**config.mk**
```make
export PLATFORM = sky130hd
export DESIGN_NAME = i2c_scl_timer
export DESIGN_NICKNAME = d
export VERILOG_FILES = /design/src/rtl/i2c_tim_pkg.sv /design/src/rtl/scl_in_filter.sv /design/src/rtl/unit_timebase.sv /design/src/rtl/scl_phase_fsm.sv /design/src/rtl/i2c_scl_timer.sv
export SDC_FILE = /design/constraint.sdc
export NUM_CORES = 1
export LEC_CHECK = 0
export BUFFER_PORTS_ARGS = -buffer_cell sky130_fd_sc_hd__buf_2
export CAP_MARGIN = 10
export CORE_UTILIZATION = 57
export CTS_CLUSTER_SIZE = 20
export DETAILED_ROUTE_END_ITERATION = 8
export PLACE_DENSITY = 0.88
export SYNTH_ARGS = -nofsm -noshare
export SYNTH_HDL_FRONTEND = slang
export SYNTH_SLANG_ARGS = --single-unit
```
**constraint.sdc**
```tcl
create_clock -name clk -period 3.1 [get_ports clk]
set_clock_uncertainty 0.1 [all_clocks]
set_input_delay 0.155 -clock clk [delete_from_list [all_inputs] [get_ports clk]]
set_output_delay 0.155 -clock clk [all_outputs]
set_load 0.05 [all_outputs]
```
**src/rtl/i2c_tim_pkg.sv**
```systemverilog
`timescale 1ns/1ps
package i2c_tim_pkg;

    localparam int PRE_W  = 4;
    localparam int CNT_W  = 8;
    localparam int DLY_W  = 4;
    localparam int UNIT_W = CNT_W + 1;

    typedef struct packed {
        logic [PRE_W-1:0] presc;
        logic [3:0]       unused_nib;
        logic [DLY_W-1:0] setup_u;
        logic [DLY_W-1:0] hold_u;
        logic [CNT_W-1:0] high_u;
        logic [CNT_W-1:0] low_u;
    } tim_word_t;

    typedef enum logic [2:0] {
        PH_IDLE,
        PH_WAIT_LO,
        PH_CNT_LO,
        PH_WAIT_HI,
        PH_CNT_HI
    } phase_e;

    function automatic logic [UNIT_W-1:0] setup_units(
        input logic [DLY_W-1:0] hold_u,
        input logic [DLY_W-1:0] setup_u
    );
        return UNIT_W'(hold_u) + UNIT_W'(setup_u) + UNIT_W'(1);
    endfunction

endpackage

```
**src/rtl/scl_in_filter.sv**
```systemverilog
`timescale 1ns/1ps
module scl_in_filter #(
    parameter int DNF = 1
) (
    input  logic clk,
    input  logic rst,
    input  logic line_i,
    output logic filt_o
);
    logic sync1_q, sync2_q;

    always_ff @(posedge clk) begin
        if (rst) begin
            sync1_q <= 1'b1;
            sync2_q <= 1'b1;
        end else begin
            sync1_q <= line_i;
            sync2_q <= sync1_q;
        end
    end

    generate
        if (DNF == 0) begin : g_nofilt
            assign filt_o = sync2_q;
        end else begin : g_filt
            localparam int CW = $clog2(DNF + 1);
            logic [CW-1:0] cnt_q;
            logic          filt_q;

            always_ff @(posedge clk) begin
                if (rst) begin
                    cnt_q  <= '0;
                    filt_q <= 1'b1;
                end else if (sync2_q != filt_q) begin
                    if (cnt_q == CW'(DNF - 1)) begin
                        filt_q <= sync2_q;
                        cnt_q  <= '0;
                    end else begin
                        cnt_q <= cnt_q + 1'b1;
                    end
                end else begin
                    cnt_q <= '0;
                end
            end
            assign filt_o = filt_q;
        end
    endgenerate
endmodule

```
**src/rtl/unit_timebase.sv**
```systemverilog
`timescale 1ns/1ps
module unit_timebase
    import i2c_tim_pkg::*;
(
    input  logic              clk,
    input  logic              rst,
    input  logic              clear_i,
    input  logic [PRE_W-1:0]  presc_i,
    output logic [PRE_W-1:0]  pre_o,
    output logic [UNIT_W-1:0] unit_o
);
    always_ff @(posedge clk) begin
        if (rst || clear_i) begin
            pre_o  <= '0;
            unit_o <= '0;
        end else if (pre_o == presc_i) begin
            pre_o <= '0;
            if (unit_o != '1) unit_o <= unit_o + 1'b1;
        end else begin
            pre_o <= pre_o + 1'b1;
        end
    end
endmodule

```
**src/rtl/scl_phase_fsm.sv**
```systemverilog
`timescale 1ns/1ps
module scl_phase_fsm
    import i2c_tim_pkg::*;
(
    input  logic              clk,
    input  logic              rst,
    input  logic              enable_i,
    input  logic              run_i,
    input  logic              filt_i,
    input  logic [PRE_W-1:0]  presc_i,
    input  logic [DLY_W-1:0]  setup_i,
    input  logic [DLY_W-1:0]  hold_i,
    input  logic [CNT_W-1:0]  high_i,
    input  logic [CNT_W-1:0]  low_i,
    input  logic [PRE_W-1:0]  pre_i,
    input  logic [UNIT_W-1:0] unit_i,
    output logic              clear_o,
    output logic              scl_low_o,
    output logic              fall_o,
    output logic              rise_o,
    output logic              chg_o,
    output logic              smp_o
);
    phase_e state_q;
    logic   lo_done, su_done, chg_now, hi_done;

    always_comb begin
        lo_done = (unit_i > UNIT_W'(low_i)) ||
                  ((unit_i == UNIT_W'(low_i)) && (pre_i == presc_i));
        su_done = unit_i >= setup_units(hold_i, setup_i);
        chg_now = (unit_i == UNIT_W'(hold_i)) && (pre_i == '0);
        hi_done = (unit_i == UNIT_W'(high_i)) && (pre_i == presc_i);
        clear_o = enable_i &&
                  (((state_q == PH_WAIT_LO) && !filt_i) ||
                   ((state_q == PH_WAIT_HI) &&  filt_i));
    end

    always_ff @(posedge clk) begin
        if (rst) begin
            state_q   <= PH_IDLE;
            scl_low_o <= 1'b0;
            fall_o    <= 1'b0;
            rise_o    <= 1'b0;
            chg_o     <= 1'b0;
            smp_o     <= 1'b0;
        end else begin
            fall_o <= 1'b0;
            rise_o <= 1'b0;
            chg_o  <= 1'b0;
            smp_o  <= 1'b0;
            if (!enable_i) begin
                state_q   <= PH_IDLE;
                scl_low_o <= 1'b0;
            end else begin
                unique case (state_q)
                    PH_IDLE: if (run_i) begin
                        state_q   <= PH_WAIT_LO;
                        scl_low_o <= 1'b1;
                        fall_o    <= 1'b1;
                    end
                    PH_WAIT_LO: if (!filt_i) state_q <= PH_CNT_LO;
                    PH_CNT_LO: begin
                        if (chg_now) chg_o <= 1'b1;
                        if (lo_done && su_done) begin
                            state_q   <= PH_WAIT_HI;
                            scl_low_o <= 1'b0;
                            rise_o    <= 1'b1;
                        end
                    end
                    PH_WAIT_HI: if (filt_i) begin
                        state_q <= PH_CNT_HI;
                        smp_o   <= 1'b1;
                    end
                    PH_CNT_HI: if (hi_done) begin
                        if (run_i) begin
                            state_q   <= PH_WAIT_LO;
                            scl_low_o <= 1'b1;
                            fall_o    <= 1'b1;
                        end else begin
                            state_q <= PH_IDLE;
                        end
                    end
                    default: state_q <= PH_IDLE;
                endcase
            end
        end
    end
endmodule

```
**src/rtl/i2c_scl_timer.sv**
```systemverilog
`timescale 1ns/1ps
module i2c_scl_timer
    import i2c_tim_pkg::*;
#(
    parameter int DNF = 1
) (
    input  logic        clk,
    input  logic        rst,
    input  logic        enable,
    input  logic        run,
    input  logic [31:0] timing_word,
    input  logic        scl_line_in,
    output logic        scl_drive_low,
    output logic        scl_fall_stb,
    output logic        scl_rise_stb,
    output logic        sda_change_stb,
    output logic        sda_sample_stb
);
    tim_word_t          tw_q;
    logic               filt;
    logic               tb_clear;
    logic [PRE_W-1:0]   pre;
    logic [UNIT_W-1:0]  unit;

    always_ff @(posedge clk) begin
        if (rst)          tw_q <= '0;
        else if (!enable) tw_q <= tim_word_t'(timing_word);
    end

    scl_in_filter #(.DNF(DNF)) u_filter (
        .clk    (clk),
        .rst    (rst),
        .line_i (scl_line_in),
        .filt_o (filt)
    );

    unit_timebase u_timebase (
        .clk     (clk),
        .rst     (rst),
        .clear_i (tb_clear),
        .presc_i (tw_q.presc),
        .pre_o   (pre),
        .unit_o  (unit)
    );

    scl_phase_fsm u_fsm (
        .clk       (clk),
        .rst       (rst),
        .enable_i  (enable),
        .run_i     (run),
        .filt_i    (filt),
        .presc_i   (tw_q.presc),
        .setup_i   (tw_q.setup_u),
        .hold_i    (tw_q.hold_u),
        .high_i    (tw_q.high_u),
        .low_i     (tw_q.low_u),
        .pre_i     (pre),
        .unit_i    (unit),
        .clear_o   (tb_clear),
        .scl_low_o (scl_drive_low),
        .fall_o    (scl_fall_stb),
        .rise_o    (scl_rise_stb),
        .chg_o     (sda_change_stb),
        .smp_o     (sda_sample_stb)
    );
endmodule

```
After elaboration in Yosys (flattened, before gate mapping):

Index checks and enable logic that the tools add are counted.

* reduce and logical (&&, ||, !) cells: 23
* bitwise operators: 5
* add/sub/neg operators: 5
* multiplexer cells: 17
* equality and inequality tests: 15
* magnitude comparators: 2

Operator list (count)
* $add 9x1->9 const B: 2
* $eq 9x8->1: 2
* $mux 3: 5
* $pmux 3 s5: 1
* $eq 9x4->1: 1
* $ge 9x9->1: 1
* $gt 9x8->1: 1
* $mux 1: 9
* $ne 9x9->1 const B: 1
* $reduce_or 3->1: 3
* $logic_and 1x1->1: 7
* $eq 3x2->1 const B: 2
* $ne 2x2->1 const B: 3
* $add 4x4->5: 1
* $not 1->1: 5
* $reduce_and 5->1: 1
* $add 4x1->4 const B: 1
* $eq 4x4->1: 1
* $logic_not 4->1: 1
* $ne 2x1->1 const B: 2
* $reduce_and 2->1: 2
* $reduce_or 2->1: 2
* $eq 3x1->1 const B: 1
* $eq 3x3->1 const B: 1
* 9 further kinds: 11

* word-level logic and storage cells: 84
* input bits: 37
* output and inout port bits: 5
* register bits: 53

Depth between registers and ports, before layout:

* word-level depth: 6
* depth in mapped cells: 12
* mapped depth without buffers: 12

Hierarchy:

A second synthesis with hierarchy kept.

* cell total of the unflattened synthesis: 298
* area total of the unflattened synthesis: 2813.9 µm²

By module, submodules not included
* scl_phase_fsm: seq. area each 160.2 µm², times used 1, cells each 127, area each 1029.7 µm²
* i2c_scl_timer: seq. area each 560.5 µm², times used 1, cells each 90, area each 1012.2 µm²
* unit_timebase: seq. area each 260.2 µm², times used 1, cells each 72, area each 660.6 µm²
* scl_in_filter: seq. area each 80.1 µm², times used 1, cells each 9, area each 111.4 µm²

Worst setup path before layout:

No wires, ideal clock.

* path kind: register -> register
* start: reg tw_q[16] in the netlist's numbering
* end: reg u_fsm.state_q[0]
* period minus slack after synthesis: 2596 ps
* data arrival time: 2409 ps
* library setup time: 87 ps
* setup slack: 504 ps
* buffers on the path: 0
* cell stages (with the launch flop): 11
* required time: 2913 ps
* cells stage by stage: dfxtp_1 -> ha_1 -> fa_1 -> xor2_1 -> and3_1 -> nand3b_1 -> ha_1 -> o2111ai_1 -> o2111ai_1 -> a21oi_1 -> o31ai_1

* word-level cells in the longest chain between the ends: 6

RTL lines
* start: declaration: line i2c_scl_timer.sv:19 `tim_word_t tw_q;`
* start signal: assignment: line i2c_scl_timer.sv:27 `else if (!enable) tw_q <= tim_word_t'(timing_word);`
* $add 4x4->5: line i2c_tim_pkg.sv:30 `return UNIT_W'(hold_u) + UNIT_W'(setup_u) + UNIT_W'(1);`
* $add 9x1->9: line i2c_tim_pkg.sv:30
* $ge 9x9->1: line scl_phase_fsm.sv:30 `su_done = unit_i >= setup_units(hold_i, setup_i);`
* $logic_and 1x1->1: line scl_phase_fsm.sv:64 `if (lo_done && su_done) begin`
* $ne 2x1->1 (no line)
* $reduce_and 5->1 (no line)
* end signal: assignment: line scl_phase_fsm.sv:61 `PH_WAIT_LO: if (!filt_i) state_q <= PH_CNT_LO;`
* end signal: assignment: line scl_phase_fsm.sv:65 `state_q <= PH_WAIT_HI;`
* end signal: assignment: line scl_phase_fsm.sv:71 `state_q <= PH_CNT_HI;`
* end: declaration: line scl_phase_fsm.sv:24 `phase_e state_q;`

No other way between the ends.
A chain may end at the register's enable or synchronous reset.

Worst setup path after layout:

Same ends and word-level chain as after synthesis.

==> impl_metrics.csv <==
group,metric,value,unit
grt,overflow,0,
timing,hold_ws,-6.036,ps
layout,fin_cells,410,
worst_setup_path,cp-start-kind,"register",
clock_network,path_clk_slew,90,ps
die,fp.coreArea,4504,um2
logic_synthesis,synth_area,2769,um2
grt,grt_usage,24.22,%
timing,fin_crit_sh,92.86,%
worst_setup_path,crit_type,"reg2reg",
timing,hold_viol,1,
die,die_h,71.70,um
power_and_ir_drop,total_power,0.001589,W
logic_synthesis,ys_seq_area_share,38.32,%
power_and_ir_drop,p_seq_share,49.0,%
grt,grt_pass1_wl,9763,um
timing,setup_violations,0,
placement,placed_cell_area,2963,um2
layout,diodes,0,
layout,areaGrowthSynthToFinish,21.01,%
worst_setup_path,reg2reg_setup_slack,220,ps
die,fp-row-count,24,
timing,period_needed,2879,ps
power_and_ir_drop,power_density,474.2,nW/um2
job,cap_violations,0,
worst_setup_path,crit_path_end,"u_fsm.state_q[0]",
logic_synthesis,synth_most_common_cell,"dfxtp_1",
power_and_ir_drop,p_comb_share,22.6,%
power_and_ir_drop,power.internal,0.001134,W
detailed_routing,drt_iter0_drc,171,
layout,fin_nets,419,
worst_setup_path,required,3220,ps
status,violations,"negative hold slack",
grt,antenna_found_initial,0,
placement,io_buffers,37,
timing,maxSlewViolCount,0,
logic_synthesis,synth_edf_count,0,
layout,drive_gt1_share,15.08,%
die,pin_count,42,
die,die_w,71.70,um
layout,fillers,335,
hold_path,holdCritPathClass,"in2reg",
grt,grt_pass1_vias,2233,
layout,final_area,3351,um2
logic_synthesis,yosys-top-cells-count,"dfxtp_1, nor2_1, mux2i_1, xnor2_1, ha_1",
worst_setup_path,cp-end-kind,"register",
logic_synthesis,syn-instance-count,301,
hold_path,holdPathStages,3,
detailed_routing,drt_pass1_iterations,4,
die,initial_utilization,61.47,%
worst_setup_path,r2r-end,"u_fsm.state_q[0]",
logic_synthesis,synth_ff_type,"dfxtp_1",
detailed_routing,vias,2313,
logic_synthesis,yosysWarnings,0,
placement,dp_cells,376,
power_and_ir_drop,power.switching,0.0004545,W
worst_setup_path,crit_fanout,3,
clock_network,clockBufferDepth,2,
power_and_ir_drop,p_sw_share,28.60,%
clock_network,cts_tree,"yes",
logic_synthesis,synth_area_leaders,"dfxtp_1, ha_1, mux2i_1",
clock_network,clock_sinks,53,
timing,final.setup.tns,0,ps
timing,rsz0062_at_grt,"false",
clock_network,clk_latency,300,ps
clock_network,post-cts-setup-buffers,0,
worst_setup_path,cp_data_arrival_time,3000,ps
grt,grt_max_degree,35,
timing,tightest_slew,607.1,ps
logic_synthesis,syn_avg_cell_area,9.199,um2
clock_network,cts_root_buf,"clkbuf_8",
worst_setup_path,reg2regPathDepth,10,
worst_setup_path,crit_start,"tw_q[16]",
timing,slew-limit-headroom,59.53,%
die,die-area,5140,um2
logic_synthesis,synthArstFlopShare,0,%
detailed_routing,routedWlPerCell,14.42,um
detailed_routing,wirelength,5914,um
detailed_routing,route.detailed.drc,0,
logic_synthesis,yosys.area.top_type,"dfxtp_1",
logic_synthesis,synth_seq_cells,53,
logic_synthesis,synth_top_area_share,38.32,%
placement,globalplace.congestion,0.8200,
logic_synthesis,synthDistinctLibCells,44,
clock_network,numCtsBuffers,5,
clock_network,cts-htree-levels,2,
detailed_routing,ant_nets,0,
timing,fmaxAchievable,347.4,MHz
power_and_ir_drop,clkPwrFrac,28.4,%
logic_synthesis,synth.net_count,362,
worst_setup_path,r2r_start,"tw_q[16]",
power_and_ir_drop,peakVddDrop,0.0003190,V
status,status,"finished with violations",
detailed_routing,via_per_inst,5.641,
power_and_ir_drop,p_leak,1.501,nW
placement,dpl.hpwl,4172,um
## worst max-delay path, stage by stage, from the launching register on
cell	delay, ps
dfxtp_1	340
ha_1	230
fa_1	440
xor2_2	240
and3_1	230
nand3b_1	100
ha_1	320
o2111ai_1	140
o2111ai_2	300
a21oi_1	120
o31ai_1	230
## registers in the layout, summed over array words and instances, names as in the netlist, 3 cells and up
register,count
tw_q,28
u_fsm.state_q,3
u_timebase.pre_o,4
u_timebase.unit_o,9
## area by class of cell
cell class | count | area (um2) | share of cell area, %
Multi-Input combinational cell | 216 | 1594 | 47.57
Sequential cell | 53 | 1061 | 31.67
Timing Repair Buffer | 65 | 462.9 | 13.82
Clock buffer | 5 | 68.82 | 2.054
Tap cell | 52 | 65.06 | 1.942
Inverter | 17 | 63.81 | 1.904
Clock inverter | 2 | 35.03 | 1.046
## timing repair
action | in CTS | in global routing
hold buffers | 27 | 0
gates resized for setup | 0 | 2
endpoints found under the hold margin | 27 | 0
setup endpoints to repair | 0 | 2
## worst min-delay path by stage
stage | startpoint | endpoint | slack (ps)
3_5_place_dp | scl_line_in | u_filter.sync1_q | 240
5_1_grt | timing_word[15] | tw_q[15] | 7
2_1_floorplan | scl_line_in | u_filter.sync1_q | 160
3_3_place_gp | scl_line_in | u_filter.sync1_q | 240
4_1_cts | timing_word[21] | tw_q[21] | 10
6_report | timing_word[15] | tw_q[15] | -6
## metrics by stage
step	worst slack (ps)	utilization (%)
3_5_place_dp	135.1	65.78
3_3_place_gp	292.9	65.78
6_report	221.5	74.39
4_1_cts	103.6	74.08
2_1_floorplan	503.9	-
5_1_grt	24.85	74.39
## placed cells by master (no fill, tap or decap), types with 9 or more instances in the layout
cell type      count
dfxtp_1           53
ha_1              23
xnor2_1           27
dlygate4sd3_1     27
nor2_1            47
a21oi_1           12
inv_1             17
mux2i_1           28
buf_2             37
nand3_1            9
## cells by family (layout without fill, tap and decap cells)
| kind of cell | count (synthesis) | in the layout | synth area share (%) |
|---|---|---|---|
| mux | 28 | 28 | 10.12 |
| xor+xnor | 31 | 31 | 9.806 |
| simple gates | 100 | 100 | 17.80 |
| fa+ha+maj | 24 | 24 | 11.12 |
| other cells | 1 | 1 | 0.1354 |
| buf+inv | 32 | 89 | 4.609 |
| flops | 53 | 53 | 38.32 |
| compound gates | 32 | 32 | 8.089 |
## power groups by stage
stage	logic [W]	clock network (W)	registers, W
finish	0.000359	0.000450	0.000779
global route	0.000399	0.000480	0.000786
CTS	0.000352	0.000458	0.000778
detailed placement	0.000322	0	0.000794
global placement	0.000307	0	0.000789
floorplan	0.000261	0	0.000775
## layer usage
layer	track usage [%]	vias to the layer above	share of wire [%]
met5	0	-	0
met4	9.150	0	2.0
met3	4.079	12	3.6
met2	44.86	65	51
met1	27.72	1099	43
li1	-	1137	-
Power figures use the tool's default switching activity.
